--- config.mk ---
export PLATFORM = sky130hd
export DESIGN_NAME = tlb_fa
export DESIGN_NICKNAME = d
export VERILOG_FILES = /design/src/rtl/tlb_pkg.sv /design/src/rtl/tlb_cam.sv /design/src/rtl/tlb_lru.sv /design/src/rtl/tlb_fa.sv
export SDC_FILE = /design/constraint.sdc
export NUM_CORES = 2
export LEC_CHECK = 0
export BUFFER_PORTS_ARGS = -buffer_cell sky130_fd_sc_hd__buf_2
export CORE_MARGIN = 2
export CORE_UTILIZATION = 55
export CTS_BUF_LIST = sky130_fd_sc_hd__clkbuf_4 sky130_fd_sc_hd__clkbuf_8
export CTS_CLUSTER_DIAMETER = 80
export DETAILED_ROUTE_END_ITERATION = 7
export PLACE_DENSITY_LB_ADDON = 0.05
export SLEW_MARGIN = 10
export SYNTH_ARGS = -nofsm -noshare
export SYNTH_HDL_FRONTEND = slang
export SYNTH_SLANG_ARGS = --single-unit
--- constraint.sdc ---
create_clock -name clk -period 6.4 [get_ports clk]
set_input_delay 1.28 -clock clk [delete_from_list [all_inputs] [get_ports clk]]
set_output_delay 1.28 -clock clk [all_outputs]
set_load 0.005 [all_outputs]
--- src/rtl/tlb_pkg.sv ---
package tlb_pkg;
  localparam int VA_W  = 32;
  localparam int OFS_W = 12;
  localparam int VPN_W = VA_W - OFS_W;
  localparam int PPN_W = 20;
  localparam int PA_W  = PPN_W + OFS_W;

  typedef enum logic [1:0] {ACC_RD = 2'd0, ACC_WR = 2'd1, ACC_EX = 2'd2, ACC_RSV = 2'd3} acc_t;

  typedef struct packed {
    logic             vld;
    logic             rd;
    logic             wr;
    logic             ex;
    logic             dty;
    logic [VPN_W-1:0] vpn;
    logic [PPN_W-1:0] ppn;
  } xlat_ent_t;

  function automatic logic [PA_W-1:0] join_paddr(input logic [PPN_W-1:0] ppn,
                                                 input logic [OFS_W-1:0] ofs);
    return {ppn, ofs};
  endfunction

  function automatic logic perm_grant(input acc_t kind, input xlat_ent_t e);
    case (kind)
      ACC_RD:  return e.rd;
      ACC_WR:  return e.wr;
      ACC_EX:  return e.ex;
      default: return 1'b0;
    endcase
  endfunction
endpackage

--- src/rtl/tlb_cam.sv ---
module tlb_cam import tlb_pkg::*; #(
  parameter int N = 16
) (
  input  xlat_ent_t        ent [N],
  input  logic [VPN_W-1:0] lk_vpn,
  input  logic [VPN_W-1:0] fl_vpn,
  output logic [N-1:0]     lk_match,
  output logic [N-1:0]     fl_match
);
  for (genvar g = 0; g < N; g++) begin : g_cmp
    assign lk_match[g] = ent[g].vld && (ent[g].vpn == lk_vpn);
    assign fl_match[g] = ent[g].vld && (ent[g].vpn == fl_vpn);
  end


  always_comb begin
    tag_unique_chk: assert ($onehot0(lk_match) || $isunknown(lk_match));
  end
endmodule

--- src/rtl/tlb_lru.sv ---
module tlb_lru #(
  parameter int N  = 16,
  localparam int IW = $clog2(N)
) (
  input  logic          clk,
  input  logic          rst_n,
  input  logic          touch_en,
  input  logic [IW-1:0] touch_idx,
  output logic [IW-1:0] victim_idx
);
  logic [IW-1:0] age [N];
  logic [N-1:0]  oldest_vec;

  always_ff @(posedge clk) begin
    if (!rst_n) begin
      for (int i = 0; i < N; i++) age[i] <= IW'(i);
    end else if (touch_en) begin
      for (int i = 0; i < N; i++) begin
        if (IW'(i) == touch_idx)          age[i] <= '0;
        else if (age[i] < age[touch_idx]) age[i] <= age[i] + 1'b1;
      end
    end
  end

  always_comb begin
    victim_idx = '0;
    for (int i = 0; i < N; i++) begin
      oldest_vec[i] = (age[i] == IW'(N-1));
      if (oldest_vec[i]) victim_idx = IW'(i);
    end
  end


  oldest_single_chk: assert property (@(posedge clk) disable iff (!rst_n)
    $countones(oldest_vec) == 1);

  touched_newest_chk: assert property (@(posedge clk) disable iff (!rst_n)
    touch_en |=> age[$past(touch_idx)] == '0);
endmodule

--- src/rtl/tlb_fa.sv ---
module tlb_fa import tlb_pkg::*; #(
  parameter int ENTRIES = 16,
  localparam int IW = $clog2(ENTRIES)
) (
  input  logic              clk,
  input  logic              rst_n,
  input  logic              lk_valid,
  input  logic [VA_W-1:0]   lk_vaddr,
  input  logic [1:0]        lk_kind,
  output logic              lk_hit,
  output logic [PA_W-1:0]   lk_paddr,
  output logic              lk_perm_ok,
  output logic              refill_req,
  output logic [VPN_W-1:0]  refill_vpn,
  input  logic              fill_valid,
  input  logic [VPN_W-1:0]  fill_vpn,
  input  logic [PPN_W-1:0]  fill_ppn,
  input  logic              fill_rd,
  input  logic              fill_wr,
  input  logic              fill_ex,
  input  logic              fill_dirty,
  input  logic              base_wr,
  input  logic              inv_valid,
  input  logic [VPN_W-1:0]  inv_vpn
);
  xlat_ent_t         ent [ENTRIES];
  logic [ENTRIES-1:0] lk_match, fl_match, inv_match, free_vec;
  logic [VPN_W-1:0]   lk_vpn;
  logic [IW-1:0]      sel_idx, fill_idx, free_idx, victim_idx, touch_idx;
  logic               tag_hit, dirty_block, fill_take, touch_en;
  xlat_ent_t          sel;
  acc_t               kind;

  assign lk_vpn = lk_vaddr[VA_W-1:OFS_W];
  assign kind   = acc_t'(lk_kind);

  tlb_cam #(.N(ENTRIES)) cam_i (
    .ent(ent), .lk_vpn(lk_vpn), .fl_vpn(fill_vpn),
    .lk_match(lk_match), .fl_match(fl_match));

  tlb_cam #(.N(ENTRIES)) inv_cam_i (
    .ent(ent), .lk_vpn(inv_vpn), .fl_vpn(inv_vpn),
    .lk_match(inv_match), .fl_match());

  always_comb begin
    sel_idx  = '0;
    free_idx = '0;
    fill_idx = '0;
    for (int i = ENTRIES-1; i >= 0; i--) begin
      free_vec[i] = !ent[i].vld;
      if (lk_match[i]) sel_idx  = IW'(i);
      if (free_vec[i]) free_idx = IW'(i);
      if (fl_match[i]) fill_idx = IW'(i);
    end
    if (!(|fl_match)) fill_idx = (|free_vec) ? free_idx : victim_idx;
  end

  assign tag_hit     = |lk_match;
  assign sel         = ent[sel_idx];
  assign dirty_block = (kind == ACC_WR) && !sel.dty;
  assign lk_hit      = lk_valid && tag_hit && !dirty_block;
  assign lk_paddr    = join_paddr(sel.ppn, lk_vaddr[OFS_W-1:0]);
  assign lk_perm_ok  = lk_hit && perm_grant(kind, sel);
  assign refill_req  = lk_valid && !lk_hit;
  assign refill_vpn  = lk_vpn;

  assign fill_take = fill_valid && !base_wr && !(inv_valid && inv_vpn == fill_vpn);
  assign touch_en  = fill_take || lk_hit;
  assign touch_idx = fill_take ? fill_idx : sel_idx;

  tlb_lru #(.N(ENTRIES)) lru_i (
    .clk(clk), .rst_n(rst_n), .touch_en(touch_en),
    .touch_idx(touch_idx), .victim_idx(victim_idx));

  always_ff @(posedge clk) begin
    if (!rst_n) begin
      for (int i = 0; i < ENTRIES; i++) ent[i] <= '0;
    end else if (base_wr) begin
      for (int i = 0; i < ENTRIES; i++) ent[i].vld <= 1'b0;
    end else begin
      if (inv_valid)
        for (int i = 0; i < ENTRIES; i++)
          if (inv_match[i]) ent[i].vld <= 1'b0;
      if (fill_take)
        ent[fill_idx] <= '{vld: 1'b1, rd: fill_rd, wr: fill_wr, ex: fill_ex,
                           dty: fill_dirty, vpn: fill_vpn, ppn: fill_ppn};
    end
  end


  miss_req_chk: assert property (@(posedge clk) disable iff (!rst_n)
    (lk_valid && !lk_hit) |-> refill_req);

  clean_write_chk: assert property (@(posedge clk) disable iff (!rst_n)
    (lk_hit && kind == ACC_WR) |-> sel.dty);

  fill_lands_chk: assert property (@(posedge clk) disable iff (!rst_n)
    fill_take |=> ent[$past(fill_idx)].vld && ent[$past(fill_idx)].vpn == $past(fill_vpn));

  flush_all_chk: assert property (@(posedge clk) disable iff (!rst_n)
    base_wr |=> !ent[0].vld && !ent[ENTRIES-1].vld && !(|lk_match));

  inv_gone_chk: assert property (@(posedge clk) disable iff (!rst_n)
    (inv_valid && !fill_take) |=> !(|inv_match) || inv_vpn != $past(inv_vpn));
endmodule

Word level (Yosys, flattened, before mapping)

Memories as Yosys holds them, arrays and structs flattened.
Cells that the tools add are included.

Register bits: 720
Latch bits: 0
Memory bits (writable): 64
ROM bits: 0
Output and inout bits: 55
Memories kept: 1

Add/sub/neg operators: 16
Multipliers: 0
Divide/modulo/power cells: 0
$lt $le $gt $ge: 19
Equality and inequality tests: 81
Shift operators: 0
Multiplexer cells: 315
Bitwise logic cells: 36
Reduce and logical (&&, ||, !) cells: 86

Memories:

| memory    | depth | bits a word | rd ports | clocked after Yosys merged registers in | wr ports | line          | text |
|---|---|---|---|---|---|---|---|
| lru_i.age | 16    | 4           | 17       | 0                                       | 16       | tlb_lru.sv:11 | `logic [IW-1:0] age [N];` |

Operator list:

| kind                  | count |
|---|---|
| $eq A20 B20 Y1        | 49 |
| $bwmux W720           | 1 |
| $mux W720             | 1 |
| $mux W4               | 91 |
| $mux W1               | 210 |
| $bmux W45 S4          | 1 |
| $demux W45 S4         | 1 |
| $mux W44              | 2 |
| $add A4 B1 Y4 const B | 16 |
| $lt A4 B4 Y1          | 16 |
| $eq A4 B4 Y1 const B  | 15 |
| $logic_and A1 B1 Y1   | 57 |
| $reduce_or A16 Y1     | 3 |
| $mux W45              | 1 |
| $eq A4 B4 Y1 const A  | 8 |
| $or A1 B1 Y1          | 32 |
| $logic_not A1 Y1      | 21 |
| $eq A3 B4 Y1 const A  | 4 |
| $mux W3               | 4 |
| $ge A5 B5 Y1 const B  | 2 |
| $not A4 Y5            | 2 |
| $eq A2 B4 Y1 const A  | 2 |
| $lt A5 B1 Y1 const B  | 1 |
| $eq A1 B4 Y1 const A  | 1 |
| other kinds (10)      | 12 |

Longest topological paths before layout

Word-level depth: 32
Gate-level depth with buffers: 23
Depth with buffers taken out: 20

Cells and area by module

A second synthesis with hierarchy kept.

Cells, all modules: 5,903
Area total of the unflattened synthesis: 51,496.9 um2

Modules (own cells, without submodules):

| module  | instances | cells each | area an instance (um2) | sequential area each (um2) |
|---|---|---|---|---|
| tlb_fa  | 1         | 3,458      | 30,390.4               | 14,413.8 |
| tlb_cam | 2         | 944        | 7,721.2                | 0.0 |
| tlb_lru | 1         | 557        | 5,664.2                | 1,921.8 |

Least setup slack after synthesis

OpenSTA, ideal clock, no wires.

Kind: in2reg
Start point: in fill_vpn[15]
End point: mem lru_i.age[15][0] in the netlist's numbering (enable)
Library setup time: 0.339 ns
Data arrival time: 6.212 ns
Required time: 6.061 ns
Slack: -0.151 ns
Stages: 21
Buffers on the path: 3
Cells stage by stage: buf_2 > xnor2_1 > nand2_1 > or3b_1 > or4_1 > and4_1 > nor4b_1 > a21oi_1 > a22o_1 > buf_4 > buf_1 > mux2i_1 > a21oi_1 > o22a_1 > o221ai_1 > ha_1 > or3_1 > o21ai_0 > a21oi_2 > maj3_2 > a21oi_1

RTL lines:

| what               | line          | text |
|---|---|---|
| start: declaration | tlb_fa.sv:16  | `input logic [VPN_W-1:0] fill_vpn,` |
| end: declaration   | tlb_lru.sv:11 |  |

Worst setup path in the final report

Start point: in lk_vaddr[27]
End point: out lk_paddr[22]

Word-level cells in the longest chain between the ends: 22
Elaborated cells between the ends (all ways): 52
Classes of those cells: eq/ne (16); mux (19); bitwise (1); reduce/logical (16)

Ends and longest elaborated chain:

| what                                             | line          | text |
|---|---|---|
| start: declaration                               | tlb_fa.sv:8   | `input logic [VA_W-1:0] lk_vaddr,` |
| $eq A20 B20 Y1                                   | tlb_cam.sv:11 | `assign lk_match[g] = ent[g].vld && (ent[g].vpn == lk_vpn);` |
| $logic_and A1 B1 Y1                              | tlb_cam.sv:11 |  |
| $mux W4 (15 in series)                           | tlb_fa.sv:51  | `if (lk_match[i]) sel_idx = IW'(i);` |
| $mux W4 (*)                                      | tlb_fa.sv:51  |  |
| $not A4 Y5 (implied by the code) (*)             | tlb_fa.sv:59  | `assign sel = ent[sel_idx];` |
| $bmux W45 S4 (*)                                 | tlb_fa.sv:59  |  |
| $mux W44 (implied by the code) (*) (2 in series) | tlb_fa.sv:59  |  |
| end: declaration                                 | tlb_fa.sv:11  | `output logic [PA_W-1:0] lk_paddr,` |

Every way passes the cells marked *; elsewhere a longest branch is shown, timed or not. The select of a mux whose other input is x is not followed.

==> summary.log <==
[floorplanning] area of the die 91500 sq um
[detailed_routing] via total after detailed routing 46856
[synthesis] netlist area before placement 49000 sq um
[global_route] overall overflow remaining after global route 0
[synthesis] share of the yosys chip area belonging to registers 33.3%
[timing] Final Skew 0.0300 ns
[synthesis] fraction of post-synthesis cell area in the top cell type by area 29.4%
[global_route] global-route wire length before repair 288 mm
[synthesis] Synth Flop Type dfxtp_1
[synthesis] count of distinct cell types in the synthesized netlist 103
[clock_tree] number of sinks handled by clock tree synthesis 784
[hold_path] worst hold path class reg2reg
[worst_setup_path] startpoint type of the worst setup path primary input
[clock_tree] count of hold buffers inserted by post-cts repair 0
[clock_tree] maximum clock insertion buffer count 3
[synthesis] main area contributors after synthesis dfxtp_1, mux2i_1, xnor2_1, xor2_1, nand2_1
[placement] area after detailed placement 54900 sq um
[detailed_routing] wire per inst 26.2 um
[synthesis] main combinational cell family by area after synthesis simple AND/OR/NAND/NOR gates
[synthesis] count of warnings emitted by yosys 0
[detailed_routing] final routed DRC violation total 1
[detailed_routing] DRC marker count from the first detailed-route iteration 5234
[power] Leak Pwr 24.3 nW
[cells_and_area] proportion of layout cells with a drive suffix above 1 21.6%
[placement] routability-driven placement congestion ratio 1.03
[timing] Period minus WS final 6.35 ns
[cells_and_area] fin util 67.1%
[synthesis] Yosys reg bits 784
[timing] post-route fraction of the period consumed by the critical path 99.2%
[timing] total count of max-transition violations in the final report 0
[global_route] total track usage 42.0%
[timing] Finish-stage setup viols 0
[floorplanning] Boundary Pins 159
[clock_tree] CTS tree built
[power] power density relative to cell area 199 nW/um^2
[clock_tree] root buffer cell clkbuf_8
[synthesis] most repeated cell in the gate-level netlist after synthesis dfxtp_1
[placement] detailed placement HPWL 135 mm
[synthesis] fraction of synthesized area in multiplexers 13.4%
[synthesis] XOR/XNOR share of the synthesized area 17.8%
[synthesis] library cell with the largest summed area after synthesis dfxtp_1
[detailed_routing] number of vias per cell after detailed routing 6.20
[status] run status complete, but fails checks
[worst_setup_path] data required time at the worst endpoint 5.12 ns
[floorplanning] Chip Width 303 um
[status] violations in the final reports design-rule violations
[floorplanning] effective utilization at floorplan 55.5%
[clock_tree] total clock buffers created by CTS 140
[synthesis] compound-cell area share of the yosys netlist 9.13%
[cells_and_area] Post-layout nets 6435
[power] highest ir drop seen on vdd 0.000227 V
[synthesis] cells after synthesis 5799
[synthesis] count of flip-flops with a built-in enable after synthesis 64
[worst_setup_path] WS Path Type in2out
[timing] achievable frequency 157 MHz
[clock_tree] insertion delay of the later-clocked pin in the worst-skew pair 0.86 ns
[floorplanning] Chip Height 303 um
[synthesis] proportion of synthesized flip-flops having asynchronous set or reset 0%
[global_route] maximum number of pins on one net before global-route repair 214
[timing] RSZ-0062 raised after global routing yes
[detailed_routing] total wire length after detailed routing 198 mm
[timing] hold violation count in the final report 0
[timing] transition time at the pin with the least slew margin 1.20 ns
[global_route] number of global-route vias before repair 44401
[job] MaxCap Viol Count 0
[synthesis] area fraction in and, or, nand and nor cells after synthesis 20.0%
[cells_and_area] growth of design area from synthesis to finish 21.0%
[global_route] number of antenna violations at the first check in global routing 7
[worst_setup_path] worst setup slack for register-to-register paths 0.37 ns
[detailed_routing] number of nets with antenna violations after detailed routing 0
[synthesis] Net Count, Synth 5951
[clock_tree] # H-tree levels 4
[worst_setup_path] arrival time of data at the critical path endpoint 5.07 ns
[placement] port bufs 134
[timing] relative slew slack 20.3%
[detailed_routing] TritonRoute pass-1 iters 8
[floorplanning] core region area 88400 sq um
[synthesis] synthesized area divided by synthesized cell count 8.45 sq um
[synthesis] area share of fa/ha/maj cells after synthesis 1.58%
[floorplanning] number of rows created at floorplan 109
[clock_tree] clock slew at the register clock pins of the worst setup and hold paths 0.05 ns
[worst_setup_path] endpoint type of the worst setup path output pin
[cells_and_area] post-route cell area 59300 sq um
[worst_setup_path] largest fanout on the critical path 32
[synthesis] most instantiated cells after synthesis dfxtp_1, nand2_1, nor2_1
where the power goes:
| group | total, mW | switching [mW] | internal [mW] |
|---|---|---|---|
| Sequential | 5.07 | 0.0755 | 5.00 |
| Clock | 4.99 | 2.29 | 2.71 |
| Combinational | 1.77 | 1.06 | 0.709 |
routing by layer:
layer  part of all wire (%)  GRT usage (%)
met5                      0              0
met4                    5.9           22.1
met3                     10           9.00
met2                     43           64.1
met1                     41           55.7
final timing paths:
check	startpoint	to	cells after the start
worst max-delay path	lk_vaddr[27]	lk_paddr[22]	19
worst min-delay path	flip-flop	flip-flop	2
worst max register to register	flip-flop	lru_i.age[12][2]	19
worst min register to register	flip-flop	flip-flop	2
layout make-up:
type,instances,area [sq um]
multi-input combinational,4491,31100
fill,7518,29100
sequential,784,16300
timing repair buffer,840,7340
clock buffer,212,2610
tap,1165,1460
clock inverter,34,320
inverter,26,105
antenna,8,20.0
kinds of logic after synthesis:
group                    after synthesis
AND/OR/NAND/NOR                     2063
XOR/XNOR                             995
flip-flops                           784
AO/OA/AOI/OAI                        726
multiplexers                         642
buffers and inverters                525
adder cells (fa/ha/maj)               64
worst max-delay path, stage by stage:
cell	delay [ns]
buf_6	0.17
buf_8	0.17
buf_12	0.21
xnor2_2	0.14
buf_4	0.12
nand4_1	0.08
or4_4	0.45
or2_4	0.31
and3_1	0.22
a221oi_4	0.26
buf_12	0.16
o21ai_4	0.06
buf_12	0.17
buf_8	0.16
bufbuf_16	0.32
a211oi_1	0.26
a21oi_1	0.09
a21oi_2	0.23
buf_2	0.15
layout by cell type (no fill, tap or decap), types with 12 or more instances in the layout:
cell type	n
o31ai_1	13
dfxtp_1	720
nor3b_1	18
a21oi_1	408
a31oi_1	12
inv_1	25
xor2_1	388
clkbuf_8	162
mux2_2	94
o21ai_0	50
o211ai_1	26
xnor2_1	579
xnor2_2	22
ha_1	48
nor4_2	13
buf_8	14
nor3_1	64
a211oi_2	21
a211oi_1	68
edfxtp_1	64
clkbuf_4	53
nand2_1	615
or3_1	16
nor2_1	622
buf_6	26
or2_2	17
nor4_1	128
buf_2	116
and4_1	20
nand3_1	127
clkinv_2	16
maj3_2	12
and2_1	18
nor4b_1	20
nand4_1	258
mux2i_1	547
buf_12	64
and3_1	14
nand2b_1	14
buf_4	601
metrics by stage:
| stage | worst slack (ns) | instances | TNS [ns] | hold WS [ns] | power [mW] |
|---|---|---|---|---|---|
| 2_1_floorplan | 0.111 | 5799 | 0 | 0.433 | 6.11 |
| 3_3_place_gp | -0.624 | 7267 | -39.25 | 0.438 | 6.82 |
| 3_5_place_dp | -0.587 | 7267 | -46.75 | 0.445 | 6.83 |
| 4_1_cts | -0.0348 | 7533 | -0.0348 | 0.453 | 11.8 |
| 5_1_grt | -0.0564 | 7556 | -0.116 | 0.461 | 12.2 |
| 6_report | 0.0503 | 7560 | 0 | 0.452 | 11.8 |
repair_timing:
item / CTS / global route
cloned: 8 / 4
pin swaps: 27 / 45
buffers inserted: 13 / 19
setup endpoints to repair: 23 / 23
resized for setup: 90 / 118
No activity file was read; power rests on OpenSTA's default activity.
